`src/rtl/abm_pkg.sv`:
```
package abm_pkg;

    typedef enum logic [2:0] {
        ST_IDLE,
        ST_CS_SETUP,
        ST_STROBE,
        ST_BLANK,
        ST_WAIT,
        ST_RELEASE
    } abm_state_e;

    function automatic logic strobe_phase(input abm_state_e s);
        return (s == ST_STROBE) || (s == ST_BLANK) || (s == ST_WAIT);
    endfunction

    function automatic logic select_phase(input abm_state_e s);
        return (s == ST_CS_SETUP) || strobe_phase(s);
    endfunction

endpackage

```
`src/rtl/abm_sync.sv`:
```
module abm_sync #(
    parameter int STAGES = 2
) (
    input  logic clk,
    input  logic rst_n,
    input  logic async_in,
    output logic sync_out
);
    logic [STAGES-1:0] sh_d, sh_q;

    always_comb begin
        sh_d = {sh_q[STAGES-2:0], async_in};
    end

    always_ff @(posedge clk) begin
        if (!rst_n) sh_q <= '0;
        else        sh_q <= sh_d;
    end

    assign sync_out = sh_q[STAGES-1];
endmodule

```
`src/rtl/abm_tmo.sv`:
```
module abm_tmo #(
    parameter int LIMIT = 16
) (
    input  logic clk,
    input  logic rst_n,
    input  logic run,
    output logic expired
);
    localparam int W = $clog2(LIMIT + 1);

    logic [W-1:0] cnt_d, cnt_q;

    always_comb begin
        cnt_d = run ? cnt_q + W'(1) : '0;
    end

    always_ff @(posedge clk) begin
        if (!rst_n) cnt_q <= '0;
        else        cnt_q <= cnt_d;
    end

    assign expired = run && (cnt_q == W'(LIMIT - 1));
endmodule

```
`src/rtl/abm_ctrl.sv`:
```
module abm_ctrl
    import abm_pkg::*;
#(
    parameter int DATA_W    = 16,
    parameter int SETUP_CYC = 1,
    parameter int BLANK_CYC = 3,
    parameter int HOLD_CYC  = 1
) (
    input  logic              clk,
    input  logic              rst_n,
    input  logic              req_valid,
    input  logic              req_write,
    input  logic [DATA_W-1:0] req_wdata,
    output logic              req_ready,
    input  logic              rdy_s,
    input  logic              tmo_exp,
    output logic              tmo_run,
    input  logic [DATA_W-1:0] bus_din,
    output logic              done,
    output logic              err,
    output logic [DATA_W-1:0] rdata,
    output logic              cs_n,
    output logic              rd_n,
    output logic              wr_n,
    output logic              doe,
    output logic [DATA_W-1:0] dout
);
    localparam int MAX_AB = (SETUP_CYC > BLANK_CYC) ? SETUP_CYC : BLANK_CYC;
    localparam int MAX_C  = (MAX_AB > HOLD_CYC) ? MAX_AB : HOLD_CYC;
    localparam int CNT_W  = $clog2(MAX_C + 1);

    typedef struct packed {
        abm_state_e        state;
        logic [CNT_W-1:0]  cnt;
        logic              is_wr;
        logic [DATA_W-1:0] wdata;
        logic [DATA_W-1:0] rdata;
        logic              err;
        logic              done;
        logic              cs_n;
        logic              rd_n;
        logic              wr_n;
        logic              doe;
    } regs_t;

    localparam regs_t RST_VAL = '{
        state: ST_IDLE, cnt: '0, is_wr: 1'b0, wdata: '0, rdata: '0,
        err: 1'b0, done: 1'b0, cs_n: 1'b1, rd_n: 1'b1, wr_n: 1'b1, doe: 1'b0
    };

    regs_t r_d, r_q;

    always_comb begin
        r_d      = r_q;
        r_d.done = 1'b0;
        unique case (r_q.state)
            ST_IDLE: begin
                if (req_valid) begin
                    r_d.state = ST_CS_SETUP;
                    r_d.cnt   = CNT_W'(SETUP_CYC - 1);
                    r_d.is_wr = req_write;
                    r_d.wdata = req_wdata;
                    r_d.err   = 1'b0;
                end
            end
            ST_CS_SETUP: begin
                if (r_q.cnt == '0) r_d.state = ST_STROBE;
                else               r_d.cnt   = r_q.cnt - CNT_W'(1);
            end
            ST_STROBE: begin
                r_d.state = ST_BLANK;
                r_d.cnt   = CNT_W'(BLANK_CYC - 1);
            end
            ST_BLANK: begin
                if (r_q.cnt == '0) r_d.state = ST_WAIT;
                else               r_d.cnt   = r_q.cnt - CNT_W'(1);
            end
            ST_WAIT: begin
                if (rdy_s) begin
                    r_d.state = ST_RELEASE;
                    r_d.cnt   = CNT_W'(HOLD_CYC - 1);
                    if (!r_q.is_wr) r_d.rdata = bus_din;
                end else if (tmo_exp) begin
                    r_d.state = ST_RELEASE;
                    r_d.cnt   = CNT_W'(HOLD_CYC - 1);
                    r_d.err   = 1'b1;
                end
            end
            ST_RELEASE: begin
                if (r_q.cnt == '0) begin
                    r_d.state = ST_IDLE;
                    r_d.done  = 1'b1;
                end else begin
                    r_d.cnt = r_q.cnt - CNT_W'(1);
                end
            end
            default: r_d = RST_VAL;
        endcase

        // bus pins follow the next state so that they leave a flop directly
        r_d.cs_n = !select_phase(r_d.state);
        r_d.rd_n = !(strobe_phase(r_d.state) && !r_d.is_wr);
        r_d.wr_n = !(strobe_phase(r_d.state) &&  r_d.is_wr);
        r_d.doe  = r_d.is_wr && (r_d.state != ST_IDLE);
    end

    always_ff @(posedge clk) begin
        if (!rst_n) r_q <= RST_VAL;
        else        r_q <= r_d;
    end

    assign req_ready = (r_q.state == ST_IDLE);
    assign tmo_run   = (r_q.state == ST_WAIT);
    assign done      = r_q.done;
    assign err       = r_q.err;
    assign rdata     = r_q.rdata;
    assign cs_n      = r_q.cs_n;
    assign rd_n      = r_q.rd_n;
    assign wr_n      = r_q.wr_n;
    assign doe       = r_q.doe;
    assign dout      = r_q.wdata;
endmodule

```
`src/rtl/async_bus_master.sv`:
```
module async_bus_master #(
    parameter int DATA_W      = 16,
    parameter int SETUP_CYC   = 1,
    parameter int BLANK_CYC   = 3,
    parameter int HOLD_CYC    = 1,
    parameter int TIMEOUT_CYC = 16,
    parameter int SYNC_STAGES = 2
) (
    input  logic              clk,
    input  logic              rst_n,
    input  logic              req_valid,
    output logic              req_ready,
    input  logic              req_write,
    input  logic [DATA_W-1:0] req_wdata,
    output logic              rsp_done,
    output logic              rsp_err,
    output logic [DATA_W-1:0] rsp_rdata,
    output logic              bus_cs_n,
    output logic              bus_rd_n,
    output logic              bus_wr_n,
    output logic              bus_doe,
    output logic [DATA_W-1:0] bus_dout,
    input  logic [DATA_W-1:0] bus_din,
    input  logic              bus_rdy
);
    logic rdy_s;
    logic tmo_run;
    logic tmo_exp;
    logic err_q;

    abm_sync #(.STAGES(SYNC_STAGES)) u_sync (
        .clk      (clk),
        .rst_n    (rst_n),
        .async_in (bus_rdy),
        .sync_out (rdy_s)
    );

    abm_tmo #(.LIMIT(TIMEOUT_CYC)) u_tmo (
        .clk     (clk),
        .rst_n   (rst_n),
        .run     (tmo_run),
        .expired (tmo_exp)
    );

    abm_ctrl #(
        .DATA_W    (DATA_W),
        .SETUP_CYC (SETUP_CYC),
        .BLANK_CYC (BLANK_CYC),
        .HOLD_CYC  (HOLD_CYC)
    ) u_ctrl (
        .clk       (clk),
        .rst_n     (rst_n),
        .req_valid (req_valid),
        .req_write (req_write),
        .req_wdata (req_wdata),
        .req_ready (req_ready),
        .rdy_s     (rdy_s),
        .tmo_exp   (tmo_exp),
        .tmo_run   (tmo_run),
        .bus_din   (bus_din),
        .done      (rsp_done),
        .err       (err_q),
        .rdata     (rsp_rdata),
        .cs_n      (bus_cs_n),
        .rd_n      (bus_rd_n),
        .wr_n      (bus_wr_n),
        .doe       (bus_doe),
        .dout      (bus_dout)
    );

    assign rsp_err = rsp_done && err_q;
endmodule

```
`config.mk`:
```
export PLATFORM = sky130hd
export DESIGN_NAME = async_bus_master
export DESIGN_NICKNAME = d
export VERILOG_FILES = /design/src/rtl/abm_pkg.sv /design/src/rtl/abm_sync.sv /design/src/rtl/abm_tmo.sv /design/src/rtl/abm_ctrl.sv /design/src/rtl/async_bus_master.sv
export SDC_FILE = /design/constraint.sdc
export NUM_CORES = 1
export LEC_CHECK = 0
export BUFFER_PORTS_ARGS = -buffer_cell sky130_fd_sc_hd__buf_2
export CAP_MARGIN = 20
export CELL_PAD_IN_SITES_DETAIL_PLACEMENT = 1
export CELL_PAD_IN_SITES_GLOBAL_PLACEMENT = 1
export CORE_MARGIN = 2
export CORE_UTILIZATION = 30
export DETAILED_ROUTE_END_ITERATION = 7
export PLACE_DENSITY_LB_ADDON = 0.1
export SLEW_MARGIN = 40
export SYNTH_ARGS = -nofsm -noshare
export SYNTH_HDL_FRONTEND = slang
export SYNTH_SLANG_ARGS = --single-unit
```
`constraint.sdc`:
```
create_clock -name clk -period 3.95 [get_ports clk]
set_input_delay 0.79 -clock clk [delete_from_list [all_inputs] [get_ports clk]]
set_output_delay 0.79 -clock clk [all_outputs]
set_load 0.02 [all_outputs]
```
# Yosys cells after proc, flatten, opt, wreduce, memory -nomap -nowiden
# Index checks and enable logic that the tools add are counted.
# Widths: inputs -> output; s select.
# word_totals
elab_cells	75
output_inout_bits	39
reg_bits	51
inputBits	37
# classes
mux	17
eq_ne	16
reduce_logical	24
n_bitwise	3
addsub	2
# ops
op	n
$pmux 17 s2	1
$mux 16	2
$pmux 16 s2	1
$pmux 5 s6	1
$mux 22	1
$eq 3x2->1 const B	4
$mux 5	2
$ne 2x2->1 const B	5
$reduce_or 5->1	2
$eq 3x3->1 const B	3
$mux 3	3
$reduce_and 2->1	4
$eq 3x1->1 const B	2
$add 5x1->5 const B	1
$eq 5x4->1 const B	1
$logic_and 1x1->1	5
$logic_not 1->1	4
$mux 1	4
$reduce_and 4->1	1
$reduce_or 4->1	1
$logic_not 3->1	1
$logic_or 1x1->1	3
$ne 3x3->1 const B	1
$not 1->1	3
other kinds (6)	6

# Longest topological paths before layout
# depth
depth_word	10
mapped_depth	7
ltp_nobuf	7

# By module
# A second synthesis with hierarchy kept.
# unflattened
hier_cells	247
hier_area_um2	2319.7
# modules_own_cells
module	n_inst	area_each_um2	cells_per_inst	seq_area_each_um2
abm_ctrl	1	2060.7	222	880.8
abm_tmo	1	200.2	20	100.1
abm_sync	1	52.6	4	40.0
async_bus_master	1	6.3	1	0.0

# Least setup slack after synthesis
# OpenSTA, ideal clock, no wires.
# synth_path
kind	register -> register
start	register u_tmo.cnt_q[0]
end	register u_ctrl.r_q (netlist bit u_ctrl.wr_n)
arrival_ns	1.788
slack_ns	2.035
period_less_slack_ns	1.915
path_buffers	0
setup_ns	0.127
path_stages_with_launch	8
t_required_ns	3.823
path_cell_list	dfxtp_1 -> ha_1 -> and3_1 -> ha_1 -> or3b_4 -> nor3_2 -> nor3_1 -> or3b_1
# synth_via
elab_chain_len	10
elab_cells_between_ends	12
classes_between	eq/ne (4); mux (3); reduce/logical (5)
# synth_lines
item	line	rtl
from (decl)	abm_tmo.sv:11	logic [W-1:0] cnt_d, cnt_q;
from (signal assigned)	abm_tmo.sv:19	else cnt_q <= cnt_d;
$eq 5x4->1 *	abm_tmo.sv:22	assign expired = run && (cnt_q == W'(LIMIT - 1));
$logic_and 1x1->1 *	abm_tmo.sv:22	
$mux 5 *	abm_ctrl.sv:83	end else if (tmo_exp) begin
$mux 5 *	abm_ctrl.sv:79	if (rdy_s) begin
$pmux 5 s6 *	abm_ctrl.sv:56	unique case (r_q.state)
$eq 3x2->1	abm_pkg.sv:13	return (s == ST_STROBE) || (s == ST_BLANK) || (s == ST_WAIT);
$logic_or 1x1->1	abm_pkg.sv:13	
$logic_or 1x1->1 *	abm_pkg.sv:13	
$logic_and 1x1->1 *	abm_ctrl.sv:103	r_d.wr_n = !(strobe_phase(r_d.state) && r_d.is_wr);
$logic_not 1->1 *	abm_ctrl.sv:103	
to (signal assigned)	abm_ctrl.sv:109	else r_q <= r_d;
to (decl)	abm_ctrl.sv:51	regs_t r_d, r_q;
# Every way passes the cells marked *; elsewhere a longest branch is shown, timed or not. The select of a mux whose other input is x is not followed.
# A chain may end at the register's enable or synchronous reset.

# Worst setup path after layout
# layout_path
start	register u_ctrl.r_q[41] (netlist bit)
end	output port req_ready
# layout_via
elab_chain_len	1
# layout_lines
item	line	rtl
$logic_not 3->1	abm_ctrl.sv:112	assign req_ready = (r_q.state == ST_IDLE);
to (decl)	async_bus_master.sv:12	output logic req_ready,
# No other way between the ends.

==> impl_metrics.toml <==
[outcome]
outcome = "finished, final reports clean"

[hold_path]
min_from = "u_sync.sh_q[0]$_SDFF_PN0_"
hp-class = "reg2reg"
min_path_cells = 1
hold_end = "u_sync.sh_q[1]$_SDFF_PN0_"

[critical_path]
cp_max_fo = 14
cp_slowest_cell = "dfxtp_1"
arrival_ps = 1330
r2r_start = "u_ctrl.r_q[43]$_SDFF_PN0_"
crit_path_end_kind = "output port"
cp.required_ps = 3160
reg2reg_slack_ps = 1840
cp_cell_sequence = "nor3_1, buf_2"
path_delay_family = "flip-flops"
critPathKind = "reg2out"
r2r_end = "u_ctrl.rdata[14]$_SDFFE_PN0P_"
ff2ff_path_depth = 3
critPathMaxStageDelay_ps = 710
cp_num_buf_inv = 1
cp-start-kind = "flop"

[power_and_ir_drop]
p_sw_frac = 0.325
seqPwrFrac = 0.514
peakVddDrop_v = 0.000176
p_switching_w = 0.000394
total_power_w = 0.00121
powerDensity_mw_per_mm2 = 508
p_int_w = 0.000820
clockPowerShare = 0.265
pwr-share-comb = 0.221
leakage_nw = 1.06

[global_routing]
grt_pass1_vias = 1391
grt-ovfl-total = 0
grt_max_degree = 21
antenna_found_initial = 0
grt_use_total = 0.114
grt_first_pass_wirelength_mm = 6.89

[floorplanning]
ios = 76
core_area_mm2 = 0.00679
num_rows = 30
start_util = 0.310
die_h_um = 87.7
floorplan.die_area_mm2 = 0.00770
die_x_um = 87.7

[place]
gp_congestion = 0.668
post-dp-hpwl_mm = 3.11
post_dp_cell_area_mm2 = 0.00229
preCtsSetupSlack_ps = 1620
io_buffers = 75

[synthesis]
syn_nets = 236
synth_seq_cells = 51
mappedNetlistArea_mm2 = 0.00210
yosysTopAreaCellShare = 0.485
syn_avg_cell_area_um2 = 10.7
yosysSeqAreaShare = 0.485
synth_cell_types = 41
synth_area_leader_cell = "dfxtp_1"
syn_inst = 197
yosysWarnings = 0
synthTopCellsByArea = "dfxtp_1, a22o_1, buf_4"

[sta]
fin_skew_ps = 6.46
timing.final.hold_violations = 0
drv_slew = 0
finalCriticalPeriod_ps = 2120
finalCritPeriodShare = 0.537
worstMarginPinSlew_ps = 743
rsz0062_at_grt = "false"
finalSetupViolations = 0
timing.fmax_mhz = 472
finalSetupTns_ps = 0
setup_ws_ps = 1830
relSlewSlack = 0.504

[detailed_routing]
vias = 1502
vias_per_cell = 4.51
dr.pass1.iters = 2
wl_per_cell_um = 13.3
drtIter0Drc = 45
route.detailed.drc = 0
wirelength_mm = 4.43
ant_nets = 0

[clock_network]
clk_pin_slew_ps = 90
cts_tree = "yes"
clkLatencyLatePin_ps = 310
clk_path_buf_depth = 2
clock-sinks = 51
cts_max_level = 2
numCtsBuffers = 5
cts_resized = 0
root_buffer = "clkbuf_8"
cts_hold_buf = 0
post_cts_buffers = 0

[final_layout]
layout.nets = 275
nFillCells = 788
final_area_mm2 = 0.00239
syn2layout_area_growth_pct = 13.6
final_common_cell = "buf_2"
most-common-layout-cells = "buf_2, dfxtp_1, a22o_1"
antenna_cells = 0
drive_above_1_share = 0.388

[job]
maxCapViolCount = 0
[state kept, by name, indices dropped and copies added, names as in the netlist, 2 cells and up]
signal / cells
u_tmo.cnt_q: 5
u_sync.sh_q: 2
u_ctrl.rdata: 16
u_ctrl.r_q: 6
u_ctrl.dout: 16
[worst max path at each step]
stage | startpoint | end | depth (start not counted)
finish | u_ctrl.r_q[41]$_SDFF_PN0_ | req_ready | 2
global route | u_ctrl.r_q[43]$_SDFF_PN0_ | u_ctrl.rdata[14]$_SDFFE_PN0P_ | 3
CTS | u_ctrl.r_q[43]$_SDFF_PN0_ | req_ready | 2
detailed placement | rst_n | u_ctrl.rdata[14]$_SDFFE_PN0P_ | 4
global placement | rst_n | u_ctrl.rdata[10]$_SDFFE_PN0P_ | 4
floorplan | u_tmo.cnt_q[0]$_SDFF_PN0_ | u_ctrl.wr_n$_SDFF_PN1_ | 7
[cells in the mapped netlist]
cell type,instances
buf_2,3
nor2_2,1
o21ai_0,4
or3b_1,2
clkbuf_2,1
or3b_4,1
a2111oi_0,1
and4b_1,1
nand4_1,2
and4_1,1
nand3b_1,1
xor2_1,1
nor3b_1,3
clkbuf_1,3
a21boi_0,1
a21oi_1,4
nor2b_1,3
a2111oi_2,1
nor3_1,4
a211o_1,1
a31oi_2,1
nand3_1,4
nand2_1,5
a22o_1,31
or3_1,1
nor2_4,1
buf_4,34
dfxtp_1,51
buf_6,2
o21a_1,1
nor3_2,1
nor3b_4,2
inv_1,4
ha_1,2
nand4b_1,1
and2_1,4
nand4bb_1,1
nor2_1,8
and3_1,1
nor4b_2,1
xnor2_1,2
[routing by layer]
metal	GRT usage	wire length, um
met5	0	0
met4	0.0503	50
met3	0.0302	308
met2	0.164	1880
met1	0.160	2190
[logic make-up (layout without fill, tap and decap cells)]
family	after synthesis	after routing	synth area share
compound gates	45	45	0.177
xor+xnor	3	3	0.0125
fa+ha+maj	2	2	0.0119
buf+inv	47	87	0.154
flops	51	51	0.485
simple gates	49	49	0.159
[power groups by stage]
stage | logic, W | registers [W] | clock network, W
floorplan | 0.000242 | 0.000618 | 0
global placement | 0.000273 | 0.000636 | 0
detailed placement | 0.000272 | 0.000637 | 0
CTS | 0.000273 | 0.000625 | 0.000340
global route | 0.000292 | 0.000634 | 0.000353
finish | 0.000268 | 0.000624 | 0.000322
[metrics by stage]
step	instances	hold slack [ps]	util
final	333	449	0.352
after floorplan	197	412	-
after CTS	333	454	0.352
after global placement	325	426	0.337
after detailed placement	325	431	0.337
after global routing	333	489	0.352
[area by class of cell]
type | count | area (um2) | area share
Sequential cell | 51 | 1020 | 0.427
Clock inverter | 2 | 16.3 | 0.00681
Tap cell | 96 | 120 | 0.0503
Clock buffer | 6 | 82.6 | 0.0346
Multi-Input combinational cell | 99 | 758 | 0.317
Timing Repair Buffer | 75 | 375 | 0.157
Inverter | 4 | 15.0 | 0.00629
Note: power is estimated with default switching activity, not from simulation.
